**config.mk**
```make
export PLATFORM = sky130hd
export DESIGN_NAME = cluster_ctrl_regs
export DESIGN_NICKNAME = d
export VERILOG_FILES = /design/src/rtl/cc_pkg.sv /design/src/rtl/cc_word_reg.sv /design/src/rtl/cc_bus_decode.sv /design/src/rtl/cc_vector_regs.sv /design/src/rtl/cc_power_ctrl.sv /design/src/rtl/cc_irq_ctrl.sv /design/src/rtl/cluster_ctrl_regs.sv
export SDC_FILE = /design/constraint.sdc
export NUM_CORES = 1
export LEC_CHECK = 0
export BUFFER_PORTS_ARGS = -buffer_cell sky130_fd_sc_hd__buf_2
export CAP_MARGIN = 20
export CORE_MARGIN = 2
export CORE_UTILIZATION = 45
export CTS_BUF_LIST = sky130_fd_sc_hd__clkbuf_16
export CTS_CLUSTER_SIZE = 28
export DETAILED_ROUTE_END_ITERATION = 16
export GPL_TIMING_DRIVEN = 0
export PLACE_DENSITY = 0.63
export SETUP_SLACK_MARGIN = 0.1
export SLEW_MARGIN = 20
export SYNTH_ARGS = -nofsm -noshare
export SYNTH_HDL_FRONTEND = slang
export SYNTH_SLANG_ARGS = --single-unit
```
**constraint.sdc**
```tcl
create_clock -name clk -period 2.8 [get_ports clk]
set_clock_uncertainty 0.1 [all_clocks]
set_input_delay 0.56 -clock clk [delete_from_list [all_inputs] [get_ports clk]]
set_output_delay 0.56 -clock clk [all_outputs]
set_load 0.01 [all_outputs]
```
**src/rtl/cc_pkg.sv**
```systemverilog
// Package: shared constants and types of the cluster control register block.
// Assumes byte offsets on a 32-bit word bus.
package cc_pkg;
    localparam int DATA_W = 32;

    // Byte offsets of the register map
    localparam int OFF_ERRCTL  = 'h00;
    localparam int OFF_ISR     = 'h10;
    localparam int OFF_IMR     = 'h14;
    localparam int OFF_IEN     = 'h18;
    localparam int OFF_IDS     = 'h1C;
    localparam int OFF_CFG0    = 'h20;
    localparam int OFF_CFG1    = 'h24;
    localparam int OFF_RVB     = 'h40;
    localparam int OFF_COH     = 'h60;
    localparam int OFF_SNOOP   = 'h80;
    localparam int OFF_PWRCTL  = 'h90;
    localparam int OFF_PWRSTAT = 'h94;

    // Reset values
    localparam logic [DATA_W-1:0] RST_RVB_LO = 32'hFFFF_0000;
    localparam logic [DATA_W-1:0] RST_CFG0   = 32'h0000_0F0F;
    localparam logic [DATA_W-1:0] RST_COH    = 32'h000F_000F;

    typedef enum logic [3:0] {
        RID_NONE,
        RID_ERRCTL,
        RID_ISR,
        RID_IMR,
        RID_IEN,
        RID_IDS,
        RID_CFG0,
        RID_CFG1,
        RID_RVB,
        RID_COH,
        RID_SNOOP,
        RID_PWRCTL,
        RID_PWRSTAT
    } reg_id_e;
endpackage

```
**src/rtl/cc_word_reg.sv**
```systemverilog
// Module: one storage word with a parameterised reset value.
// Assumes a write enable that is already qualified by the decoder.
module cc_word_reg #(
    parameter int                W   = 32,
    parameter logic [W-1:0]      RST = '0
) (
    input  logic         clk,
    input  logic         rst_n,
    input  logic         we,
    input  logic [W-1:0] d,
    output logic [W-1:0] q
);
    // Hold the word; load on write, restore on reset
    always_ff @(posedge clk) begin
        if (!rst_n)  q <= RST;
        else if (we) q <= d;
    end
endmodule

```
**src/rtl/cc_bus_decode.sv**
```systemverilog
// Module: decodes one bus request into a register id and an access qualifier.
// Assumes one request per cycle; only aligned, all-bytes accesses are accepted.
module cc_bus_decode
    import cc_pkg::*;
#(
    parameter int NCORES = 4,
    parameter int ADDR_W = 8,
    localparam int VIDX_W = $clog2(2 * NCORES)
) (
    input  logic              req_valid,
    input  logic              req_write,
    input  logic [3:0]        req_be,
    input  logic [ADDR_W-1:0] req_addr,
    output logic              wr_ok,
    output logic              rd_ok,
    output logic              rd_req,
    output reg_id_e           rid,
    output logic [VIDX_W-1:0] vidx
);
    localparam int RVB_END = OFF_RVB + 8 * NCORES;

    logic full_word;

    // Qualify the access by size and alignment
    always_comb begin
        full_word = req_valid && (req_be == 4'hF) && (req_addr[1:0] == 2'b00);
        wr_ok     = full_word && req_write;
        rd_ok     = full_word && !req_write;
        rd_req    = req_valid && !req_write;
    end

    // Map the offset to a register id and vector word index
    always_comb begin
        vidx = VIDX_W'((req_addr - ADDR_W'(OFF_RVB)) >> 2);
        if      (req_addr == ADDR_W'(OFF_ERRCTL))  rid = RID_ERRCTL;
        else if (req_addr == ADDR_W'(OFF_ISR))     rid = RID_ISR;
        else if (req_addr == ADDR_W'(OFF_IMR))     rid = RID_IMR;
        else if (req_addr == ADDR_W'(OFF_IEN))     rid = RID_IEN;
        else if (req_addr == ADDR_W'(OFF_IDS))     rid = RID_IDS;
        else if (req_addr == ADDR_W'(OFF_CFG0))    rid = RID_CFG0;
        else if (req_addr == ADDR_W'(OFF_CFG1))    rid = RID_CFG1;
        else if (req_addr == ADDR_W'(OFF_COH))     rid = RID_COH;
        else if (req_addr == ADDR_W'(OFF_SNOOP))   rid = RID_SNOOP;
        else if (req_addr == ADDR_W'(OFF_PWRCTL))  rid = RID_PWRCTL;
        else if (req_addr == ADDR_W'(OFF_PWRSTAT)) rid = RID_PWRSTAT;
        else if (req_addr >= ADDR_W'(OFF_RVB) && req_addr < ADDR_W'(RVB_END))
                                                   rid = RID_RVB;
        else                                       rid = RID_NONE;
    end
endmodule

```
**src/rtl/cc_vector_regs.sv**
```systemverilog
// Module: per-core reset vector words, low/high pairs with core 0 first.
// Assumes vidx is valid whenever wr_en is high.
module cc_vector_regs
    import cc_pkg::*;
#(
    parameter int NCORES = 4,
    localparam int NWORDS = 2 * NCORES,
    localparam int VIDX_W = $clog2(NWORDS)
) (
    input  logic                     clk,
    input  logic                     rst_n,
    input  logic                     wr_en,
    input  logic [VIDX_W-1:0]        vidx,
    input  logic [DATA_W-1:0]        wdata,
    output logic [DATA_W-1:0]        rd_word,
    output logic [NCORES*64-1:0]     rvbar
);
    logic [DATA_W-1:0] words [NWORDS];

    for (genvar w = 0; w < NWORDS; w++) begin : g_word
        localparam logic [DATA_W-1:0] WRST = (w % 2 == 0) ? RST_RVB_LO : '0;
        cc_word_reg #(.W(DATA_W), .RST(WRST)) u_word (
            .clk   (clk),
            .rst_n (rst_n),
            .we    (wr_en && (vidx == VIDX_W'(w))),
            .d     (wdata),
            .q     (words[w])
        );
    end

    for (genvar c = 0; c < NCORES; c++) begin : g_core
        assign rvbar[c*64 +: 64] = {words[2*c+1], words[2*c]};
    end

    // Select the addressed word for readback
    always_comb rd_word = words[vidx];
endmodule

```
**src/rtl/cc_power_ctrl.sv**
```systemverilog
// Module: per-core power-down request and gated idle indication.
// Assumes core_wfi_in is synchronous to clk; it is captured once per cycle.
module cc_power_ctrl #(
    parameter int NCORES = 4
) (
    input  logic              clk,
    input  logic              rst_n,
    input  logic              wr_en,
    input  logic [NCORES-1:0] wdata,
    input  logic [NCORES-1:0] core_wfi_in,
    output logic [NCORES-1:0] pd_req,
    output logic [NCORES-1:0] wfi_out
);
    logic [NCORES-1:0] wfi_q;

    // Store the power-down request written by software
    always_ff @(posedge clk) begin
        if (!rst_n)     pd_req <= '0;
        else if (wr_en) pd_req <= wdata;
    end

    // Capture the per-core idle state
    always_ff @(posedge clk) begin
        if (!rst_n) wfi_q <= '0;
        else        wfi_q <= core_wfi_in;
    end

    // Idle output only for cores that are requested to power down
    always_comb wfi_out = pd_req & wfi_q;
endmodule

```
**src/rtl/cc_irq_ctrl.sv**
```systemverilog
// Module: single-source error interrupt with status, mask, enable and disable.
// Assumes enable and disable writes never arrive in the same cycle.
module cc_irq_ctrl (
    input  logic clk,
    input  logic rst_n,
    input  logic err_pulse,
    input  logic wr_isr,
    input  logic wr_ien,
    input  logic wr_ids,
    input  logic wbit,
    output logic isr_q,
    output logic imr_q,
    output logic irq
);
    // Status bit: hardware set has priority over write-one-to-clear
    always_ff @(posedge clk) begin
        if (!rst_n)               isr_q <= 1'b0;
        else if (err_pulse)       isr_q <= 1'b1;
        else if (wr_isr && wbit)  isr_q <= 1'b0;
    end

    // Mask bit: changed only through the disable and enable registers
    always_ff @(posedge clk) begin
        if (!rst_n)               imr_q <= 1'b1;
        else if (wr_ids && wbit)  imr_q <= 1'b1;
        else if (wr_ien && wbit)  imr_q <= 1'b0;
    end

    // Interrupt line for a pending, unmasked source
    always_comb irq = isr_q && !imr_q;
endmodule

```
**src/rtl/cluster_ctrl_regs.sv**
```systemverilog
// Module: top of the cluster control register block.
// Assumes a single-request-per-cycle bus with reads answered one cycle later.
module cluster_ctrl_regs
    import cc_pkg::*;
#(
    parameter int NCORES = 4,
    parameter int ADDR_W = 8
) (
    input  logic                  clk,
    input  logic                  rst_n,
    input  logic                  req_valid,
    input  logic                  req_write,
    input  logic [3:0]            req_be,
    input  logic [ADDR_W-1:0]     req_addr,
    input  logic [31:0]           req_wdata,
    output logic                  rd_valid,
    output logic [31:0]           rd_data,
    input  logic                  err_pulse,
    input  logic [NCORES-1:0]     core_wfi_in,
    output logic [NCORES-1:0]     wfi_out,
    output logic [NCORES-1:0]     pwr_status,
    output logic                  irq,
    output logic [NCORES*64-1:0]  core_rvbar
);
    localparam int VIDX_W = $clog2(2 * NCORES);

    logic              wr_ok, rd_ok, rd_req;
    reg_id_e           rid;
    logic [VIDX_W-1:0] vidx;
    logic [31:0]       q_errctl, q_cfg0, q_cfg1, q_coh, q_snoop, q_vec;
    logic [NCORES-1:0] pd_req;
    logic              isr_q, imr_q;
    logic [31:0]       rd_mux;

    cc_bus_decode #(.NCORES(NCORES), .ADDR_W(ADDR_W)) u_dec (
        .req_valid (req_valid),
        .req_write (req_write),
        .req_be    (req_be),
        .req_addr  (req_addr),
        .wr_ok     (wr_ok),
        .rd_ok     (rd_ok),
        .rd_req    (rd_req),
        .rid       (rid),
        .vidx      (vidx)
    );

    cc_word_reg #(.W(32), .RST('0)) u_errctl (
        .clk(clk), .rst_n(rst_n), .we(wr_ok && rid == RID_ERRCTL),
        .d(req_wdata), .q(q_errctl));
    cc_word_reg #(.W(32), .RST(RST_CFG0)) u_cfg0 (
        .clk(clk), .rst_n(rst_n), .we(wr_ok && rid == RID_CFG0),
        .d(req_wdata), .q(q_cfg0));
    cc_word_reg #(.W(32), .RST('0)) u_cfg1 (
        .clk(clk), .rst_n(rst_n), .we(wr_ok && rid == RID_CFG1),
        .d(req_wdata), .q(q_cfg1));
    cc_word_reg #(.W(32), .RST(RST_COH)) u_coh (
        .clk(clk), .rst_n(rst_n), .we(wr_ok && rid == RID_COH),
        .d(req_wdata), .q(q_coh));
    cc_word_reg #(.W(32), .RST('0)) u_snoop (
        .clk(clk), .rst_n(rst_n), .we(wr_ok && rid == RID_SNOOP),
        .d(req_wdata), .q(q_snoop));

    cc_vector_regs #(.NCORES(NCORES)) u_vec (
        .clk     (clk),
        .rst_n   (rst_n),
        .wr_en   (wr_ok && rid == RID_RVB),
        .vidx    (vidx),
        .wdata   (req_wdata),
        .rd_word (q_vec),
        .rvbar   (core_rvbar)
    );

    cc_power_ctrl #(.NCORES(NCORES)) u_pwr (
        .clk         (clk),
        .rst_n       (rst_n),
        .wr_en       (wr_ok && rid == RID_PWRCTL),
        .wdata       (req_wdata[NCORES-1:0]),
        .core_wfi_in (core_wfi_in),
        .pd_req      (pd_req),
        .wfi_out     (wfi_out)
    );

    cc_irq_ctrl u_irq (
        .clk       (clk),
        .rst_n     (rst_n),
        .err_pulse (err_pulse),
        .wr_isr    (wr_ok && rid == RID_ISR),
        .wr_ien    (wr_ok && rid == RID_IEN),
        .wr_ids    (wr_ok && rid == RID_IDS),
        .wbit      (req_wdata[0]),
        .isr_q     (isr_q),
        .imr_q     (imr_q),
        .irq       (irq)
    );

    assign pwr_status = pd_req;

    // Select readback data for the addressed register
    always_comb begin
        case (rid)
            RID_ERRCTL:  rd_mux = q_errctl;
            RID_ISR:     rd_mux = 32'(isr_q);
            RID_IMR:     rd_mux = 32'(imr_q);
            RID_CFG0:    rd_mux = q_cfg0;
            RID_CFG1:    rd_mux = q_cfg1;
            RID_RVB:     rd_mux = q_vec;
            RID_COH:     rd_mux = q_coh;
            RID_SNOOP:   rd_mux = q_snoop;
            RID_PWRCTL:  rd_mux = 32'(pd_req);
            RID_PWRSTAT: rd_mux = 32'(wfi_out);
            default:     rd_mux = '0;
        endcase
    end

    // Register the read response one cycle after the request
    always_ff @(posedge clk) begin
        if (!rst_n) begin
            rd_valid <= 1'b0;
            rd_data  <= '0;
        end else begin
            rd_valid <= rd_req;
            rd_data  <= rd_ok ? rd_mux : '0;
        end
    end
endmodule

```
# Yosys cells after proc, flatten, opt, wreduce, memory -nomap -nowiden
# Index checks and enable logic that the tools add are counted.
totals:
  out_inout_bits: 298
  in_bits: 53
  ff_bits: 459
  wordCells: 110
classes:
  mux: 18
  n_eq_ne: 30
  order_cmp: 3
  addsub: 1
  reduce_logical: 36
  bitwise: 3
op_table:
  columns: ["operator", "n"]
  rows:
  - ["32-bit one-hot mux with 10 select lines", 1]
  - ["32-bit binary-select mux with 3-bit select", 1]
  - ["32-bit two-way mux", 2]
  - ["4-bit two-way mux", 12]
  - ["8-bit by 5-bit equality test with 1-bit output, second input constant", 4]
  - ["1-bit logical AND", 28]
  - ["4-bit equality test, second input constant", 6]
  - ["8-bit equality test, second input constant", 3]
  - ["4-bit by 3-bit equality test with 1-bit output, second input constant", 4]
  - ["8-bit by 6-bit equality test with 1-bit output, second input constant", 2]
  - ["3-bit equality test, second input constant", 4]
  - ["4-bit by 2-bit equality test with 1-bit output, second input constant", 2]
  - ["8-bit by 7-bit equality test with 1-bit output, second input constant", 1]
  - ["8-bit by 7-bit >= comparator with 1-bit output, second input constant", 1]
  - ["8-bit zero test", 1]
  - ["8-bit by 7-bit less-than comparator with 1-bit output, second input constant", 1]
  - ["3-bit by 2-bit equality test with 1-bit output, second input constant", 2]
  - ["5-bit by 1-bit subtractor with 5-bit output, second input constant", 1]
  - ["4-bit AND", 1]
  - ["4-bit by 1-bit equality test with 1-bit output, second input constant", 1]
  - ["4-bit >= comparator, second input constant", 1]
  - ["3-bit NOT with 4-bit output", 1]
  - ["3-bit by 1-bit equality test with 1-bit output, second input constant", 1]
  - ["3-bit zero test", 1]
  - ["other kinds (7)", 9]

# Logic depth before layout (Yosys ltp)
depth:
  depth_word: 19
  ltp_mapped: 9
  depth_no_buf: 5

# By module
# A second synthesis with hierarchy kept.
hier_totals:
  cells_unflattened: 1939
  area_unflattened_um2: 21013.9
modules_own_cells:
  columns: ["mod", "area_per_inst_um2", "cells_per_inst", "seq_area_each_um2", "instances"]
  rows:
  - ["cc_word_reg at u_cfg1 ...", 1243.7, 103, 640.6, 7]
  - ["cc_word_reg at u_vec.g_word[0].u_word ...", 1194.9, 103, 640.6, 4]
  - ["cc_word_reg at u_cfg0 ...", 1223.7, 103, 640.6, 2]
  - ["cluster_ctrl_regs", 2337.2, 279, 660.6, 1]
  - ["cc_vector_regs", 2120.8, 253, 0.0, 1]
  - ["cc_power_ctrl", 286.5, 25, 160.2, 1]
  - ["cc_bus_decode", 257.7, 34, 0.0, 1]
  - ["cc_irq_ctrl", 78.8, 9, 40.0, 1]

# Worst setup path before layout
# OpenSTA, ideal clock, no wires.
synth_timing:
  path_type: "input -> register"
  start: "input port req_addr[2]"
  end: "register rd_data[25]"
  t_arrival_ns: 2.250
  slack_ns: 0.304
  path_buffers: 3
  path_stages: 7
  required_ns: 2.553
  setup_time_ns: 0.147
  path_cell_list: "buf_6 -> buf_2 -> buf_2 -> mux4_2 -> mux2_2 -> a221oi_1 -> a211oi_2"
synth_via:
  elab_chain_len: 16
  word_cells_on_any_way: 42
  classes_between: "add/sub: 1; order compare: 2; eq/ne: 20; mux: 16; bitwise: 1; reduce/logical: 2"
synth_rtl:
  columns: ["element", "line", "rtl"]
  rows:
  - ["start, declared", "cluster_ctrl_regs.sv:14", "input logic [ADDR_W-1:0] req_addr,"]
  - ["8-bit by 7-bit >= comparator with 1-bit output or 8-bit by 7-bit less-than comparator with 1-bit output (tied branches)", "cc_bus_decode.sv:46", "else if (req_addr >= ADDR_W'(OFF_RVB) && req_addr < ADDR_W'(RVB_END))"]
  - ["1-bit logical AND", "cc_bus_decode.sv:46", null]
  - ["4-bit two-way mux", "cc_bus_decode.sv:46", null]
  - ["4-bit two-way mux", "cc_bus_decode.sv:45", "else if (req_addr == ADDR_W'(OFF_PWRSTAT)) rid = RID_PWRSTAT;"]
  - ["4-bit two-way mux", "cc_bus_decode.sv:44", "else if (req_addr == ADDR_W'(OFF_PWRCTL)) rid = RID_PWRCTL;"]
  - ["4-bit two-way mux", "cc_bus_decode.sv:43", "else if (req_addr == ADDR_W'(OFF_SNOOP)) rid = RID_SNOOP;"]
  - ["4-bit two-way mux", "cc_bus_decode.sv:42", "else if (req_addr == ADDR_W'(OFF_COH)) rid = RID_COH;"]
  - ["4-bit two-way mux", "cc_bus_decode.sv:41", "else if (req_addr == ADDR_W'(OFF_CFG1)) rid = RID_CFG1;"]
  - ["4-bit two-way mux", "cc_bus_decode.sv:40", "else if (req_addr == ADDR_W'(OFF_CFG0)) rid = RID_CFG0;"]
  - ["4-bit two-way mux", "cc_bus_decode.sv:39", "else if (req_addr == ADDR_W'(OFF_IDS)) rid = RID_IDS;"]
  - ["4-bit two-way mux", "cc_bus_decode.sv:38", "else if (req_addr == ADDR_W'(OFF_IEN)) rid = RID_IEN;"]
  - ["4-bit two-way mux", "cc_bus_decode.sv:37", "else if (req_addr == ADDR_W'(OFF_IMR)) rid = RID_IMR;"]
  - ["4-bit two-way mux", "cc_bus_decode.sv:36", "else if (req_addr == ADDR_W'(OFF_ISR)) rid = RID_ISR;"]
  - ["4-bit two-way mux", "cc_bus_decode.sv:35", "if (req_addr == ADDR_W'(OFF_ERRCTL)) rid = RID_ERRCTL;"]
  - ["4-bit equality test (tied with other cells)", "cluster_ctrl_regs.sv:100", "case (rid)"]
  - ["32-bit one-hot mux with 10 select lines (*)", "cluster_ctrl_regs.sv:100", null]
  - ["end signal, assigned", "cluster_ctrl_regs.sv:122", "rd_data <= rd_ok ? rd_mux : '0;"]
  - ["end, declared", "cluster_ctrl_regs.sv:17", "output logic [31:0] rd_data,"]
# Mark *: on every way between the ends. The rest lies on a longest branch, timed or not. The select of a mux whose other input is x is not followed.
# A chain may end at the register's enable or synchronous reset.

# Worst setup path in the final report
layout_timing:
  start: "input port req_addr[3]"
  end: "register u_vec.g_word[4].u_word.q[10]"
layout_via:
  elab_chain_len: 17
  word_cells_on_any_way: 31
  classes_between: "add/sub: 1; order compare: 2; eq/ne: 12; mux: 12; reduce/logical: 4"
layout_rtl:
  columns: ["element", "line", "rtl"]
  rows:
  - ["8-bit by 7-bit >= comparator with 1-bit output or 8-bit by 7-bit less-than comparator with 1-bit output (tied branches)", "cc_bus_decode.sv:46", null]
  - ["1-bit logical AND", "cc_bus_decode.sv:46", null]
  - ["4-bit two-way mux", "cc_bus_decode.sv:46", null]
  - ["4-bit two-way mux", "cc_bus_decode.sv:45", null]
  - ["4-bit two-way mux", "cc_bus_decode.sv:44", null]
  - ["4-bit two-way mux", "cc_bus_decode.sv:43", null]
  - ["4-bit two-way mux", "cc_bus_decode.sv:42", null]
  - ["4-bit two-way mux", "cc_bus_decode.sv:41", null]
  - ["4-bit two-way mux", "cc_bus_decode.sv:40", null]
  - ["4-bit two-way mux", "cc_bus_decode.sv:39", null]
  - ["4-bit two-way mux", "cc_bus_decode.sv:38", null]
  - ["4-bit two-way mux", "cc_bus_decode.sv:37", null]
  - ["4-bit two-way mux", "cc_bus_decode.sv:36", null]
  - ["4-bit two-way mux", "cc_bus_decode.sv:35", null]
  - ["4-bit equality test", "cluster_ctrl_regs.sv:66", ".wr_en (wr_ok && rid == RID_RVB),"]
  - ["1-bit logical AND", "cluster_ctrl_regs.sv:66", null]
  - ["1-bit logical AND (*)", "cc_vector_regs.sv:25", ".we (wr_en && (vidx == VIDX_W'(w))),"]
  - ["end signal, assigned", "cc_word_reg.sv:15", "if (!rst_n) q <= RST;"]
  - ["end signal, assigned", "cc_word_reg.sv:16", "else if (we) q <= d;"]
  - ["end, declared", "cc_word_reg.sv:11", "output logic [W-1:0] q"]
# Mark *: on every way between the ends. The rest lies on a longest branch, timed or not.

==> reports/results.ini <==
[finish]
nFillCells = 4075
area_growth_pct = 20.5
nets = 2697
utilization = 0.547
drive_above_1_share = 0.236
final_cells = 3278

[die]
die_x_um = 215
ios = 351
die_area_sq_um = 46100
dieHeight_um = 215
initial_core_util = 0.454
fp-row-count = 77
coreArea_sq_um = 44000

[power]
combPwrFrac = 0.056
peakVddDrop_mv = 0.425
p_seq_frac = 0.468
swShare = 0.240
intPower_mw = 10.6
p_leak_nw = 9.17
power.density_nw_per_um2 = 580
power.share.clock = 0.476
p_sw_mw = 3.35

[place]
dp_cells = 3184
portBuffers = 336
place_ws_ns = -0.784
post-dp-hpwl_um = 61700
gp_congestion = 0.982

[sta]
tightest_slew_ns = 1.17
post-route-min-period_ns = 2.78
setup_viol = 0
clock.fmax_ghz = 0.359
whs_ns = 0.0766
rsz0062_at_grt = yes
relSlewSlack = 0.219
finalWorstSetupSlack_ns = 0.0175
maxSlewViolCount = 0
post-route-period-util = 0.994
finalHoldViolCount = 0

[worst_setup_path]
slowest_stage = buf_1
path_cells = buf_2, buf_2, buf_1, nor2_1, nand3_1, clkbuf_1, nand2_1, a21boi_1
worst_path_largest_cell_delay_ns = 0.70
cp-end-kind = flop
crit_required_ns = 3.24
ff2ff_path_depth = 4
critPathMaxFanout = 10
worstSetupPathType = in2reg
cp.arrival_ns = 3.22
cp_common_cell = buf_2
crit_path_start_kind = input port

[cts]
clk-insertion-delay-late_ns = 0.60
clkTransAtPathRegs_ns = 0.06
h-tree-depth = 2
hold_buffers = 0
cts.sinks = 459
clk_path_buf_depth = 3
cts_buffers = 50
cts_tree = built
clock-root-buffer = clkbuf_16

[global_route]
grt-ovfl-total = 0
grt_max_degree = 14
grt_pass1_wl_um = 118000
antenna_found_initial = 1
grt_use_total = 0.340
first_global_vias = 18239

[synthesis]
ys_types = 70
syn_area_per_cell_sq_um = 8.86
ys_seq_elements = 459
syn_nets = 2309
yosysWarnings = 0
yosysSeqAreaShare = 0.460
synth-main-ff-cell = dfxtp_1
netlist_instances = 2256
async_flop_share = 0
syn_area_sq_um = 20000
synth-edff-count = 0

[job]
drv_cap = 0

[drt]
drt-vias-per-instance = 5.91
via_count = 19375
drt_pass1_iterations = 5
wirelength_um = 81100
first_iter_violations = 1896
drc = 0
wire_per_inst_um = 24.7
ant_nets = 0

[worst_hold_path]
holdPathStages = 2
hold_path.class = in2reg

[status]
outcome = finished clean

[power groups by stage]
stage          clock network (mW)  registers [mW]  logic [mW]
2_1_floorplan                   0            6.68       0.442
3_3_place_gp                    0            6.68       0.750
3_5_place_dp                    0            6.68       0.755
4_1_cts                      6.68            6.54       0.759
5_1_grt                      6.95            6.53       0.809
6_report                     6.65            6.54       0.783
[area by class of cell]
cell class	count	area [sq um]	share of cell area
repair buffers	336	1680	0.0699
diodes	1	2.50	0.000104
inverters	2	7.51	0.000312
well taps	592	741	0.0308
clock buffers	51	1280	0.0530
flip-flops and latches	459	9190	0.382
clock inverters	42	349	0.0145
multi-input cells	1559	9800	0.407
plain buffers	236	1020	0.0425
[cells by family after synthesis]
| family | count (synthesis) | synth area share |
|---|---|---|
| compound gates | 514 | 0.189 |
| simple gates | 940 | 0.205 |
| flops | 459 | 0.460 |
| buf+inv | 238 | 0.0508 |
| mux | 105 | 0.0952 |
[metal layers]
metal / vias up / routed length (um) / GRT usage
met2: 1026 / 37100 / 0.540
met4: 0 / 3270 / 0.144
met1: 9555 / 32500 / 0.448
met5: - / 0 / 0
li1: 8627 / - / -
met3: 167 / 8210 / 0.0713
[path summary, 6_finish.rpt]
check | startpoint | end | slack (ns)
max | req_addr[3] | u_vec.g_word[4].u_word.q[10]$_SDFFE_PN0P_ | 0.02
min | core_wfi_in[0] | u_pwr.wfi_q[0]$_SDFF_PN0_ | 0.08
max reg2reg | u_vec.g_word[7].u_word.q[31]$_SDFFE_PN0P_ | rd_data[31]$_SDFF_PN0_ | 0.86
min reg2reg | u_errctl.q[15]$_SDFFE_PN0P_ | u_errctl.q[15]$_SDFFE_PN0P_ | 0.35
[synthesized netlist by cell type (6+ instances only)]
library cell | instances | area share
clkbuf_1 | 161 | 0.030
mux2i_1 | 9 | 0.0045
mux4_2 | 64 | 0.072
buf_4 | 6 | 0.0023
dfxtp_1 | 459 | 0.46
and2_1 | 12 | 0.0038
o21ai_1 | 23 | 0.0058
nor3_1 | 7 | 0.0018
a221oi_1 | 29 | 0.013
o21ai_0 | 81 | 0.020
buf_2 | 49 | 0.012
buf_1 | 14 | 0.0026
a21boi_1 | 167 | 0.063
a211oi_2 | 26 | 0.016
nand3_1 | 182 | 0.046
a21boi_0 | 73 | 0.027
a22oi_1 | 63 | 0.024
mux2_2 | 31 | 0.017
o22ai_1 | 30 | 0.0094
nand2_1 | 679 | 0.13
[flip-flops by register name (all words and copies together), names as in the netlist]
signal and count:
u_coh.q 32, u_pwr.wfi_q 4, u_irq.isr_q 1, rd_data 32, rd_valid 1, u_snoop.q 32, u_errctl.q 32, u_irq.imr_q 1
u_cfg0.q 32, u_cfg1.q 32, u_pwr.pd_req 4, u_vec.g_word.u_word.q 256
[worst max-delay path, delay by kind of cell]
family,cells,cell delay [ns]
buffers and inverters,4,1.67
AOI/OAI and AO/OA,1,0.16
and+or+nand+nor,3,0.81
[through the flow]
step / cell area (sq um) / power (mW) / setup TNS [ns]
after CTS: 24000 / 14.0 / 0
after global routing: 24100 / 14.3 / 0
after detailed placement: 22400 / 7.44 / -100.79
final: 24100 / 14.0 / 0
after global placement: 22400 / 7.43 / -93.63
after floorplan: 20000 / 7.12 / 0
[layout by cell type (no fill, tap or decap), types with 29 or more instances in the layout]
master	count
a21boi_0	73
a21boi_1	167
a221oi_1	29
a22oi_1	63
buf_2	387
clkbuf_1	151
clkbuf_16	51
dfxtp_1	459
mux2_2	31
mux4_2	64
nand2_1	678
nand3_1	182
o21ai_0	81
o22ai_1	30
[repair_timing]
| action | 4_1_cts | 5_1_grt |
|---|---|---|
| pin swaps | 0 | 0 |
| setup endpoints to repair | 72 | 40 |
| buffers inserted | 0 | 0 |
| resized for setup | 7 | 17 |
(Power assumes the default switching activity.)
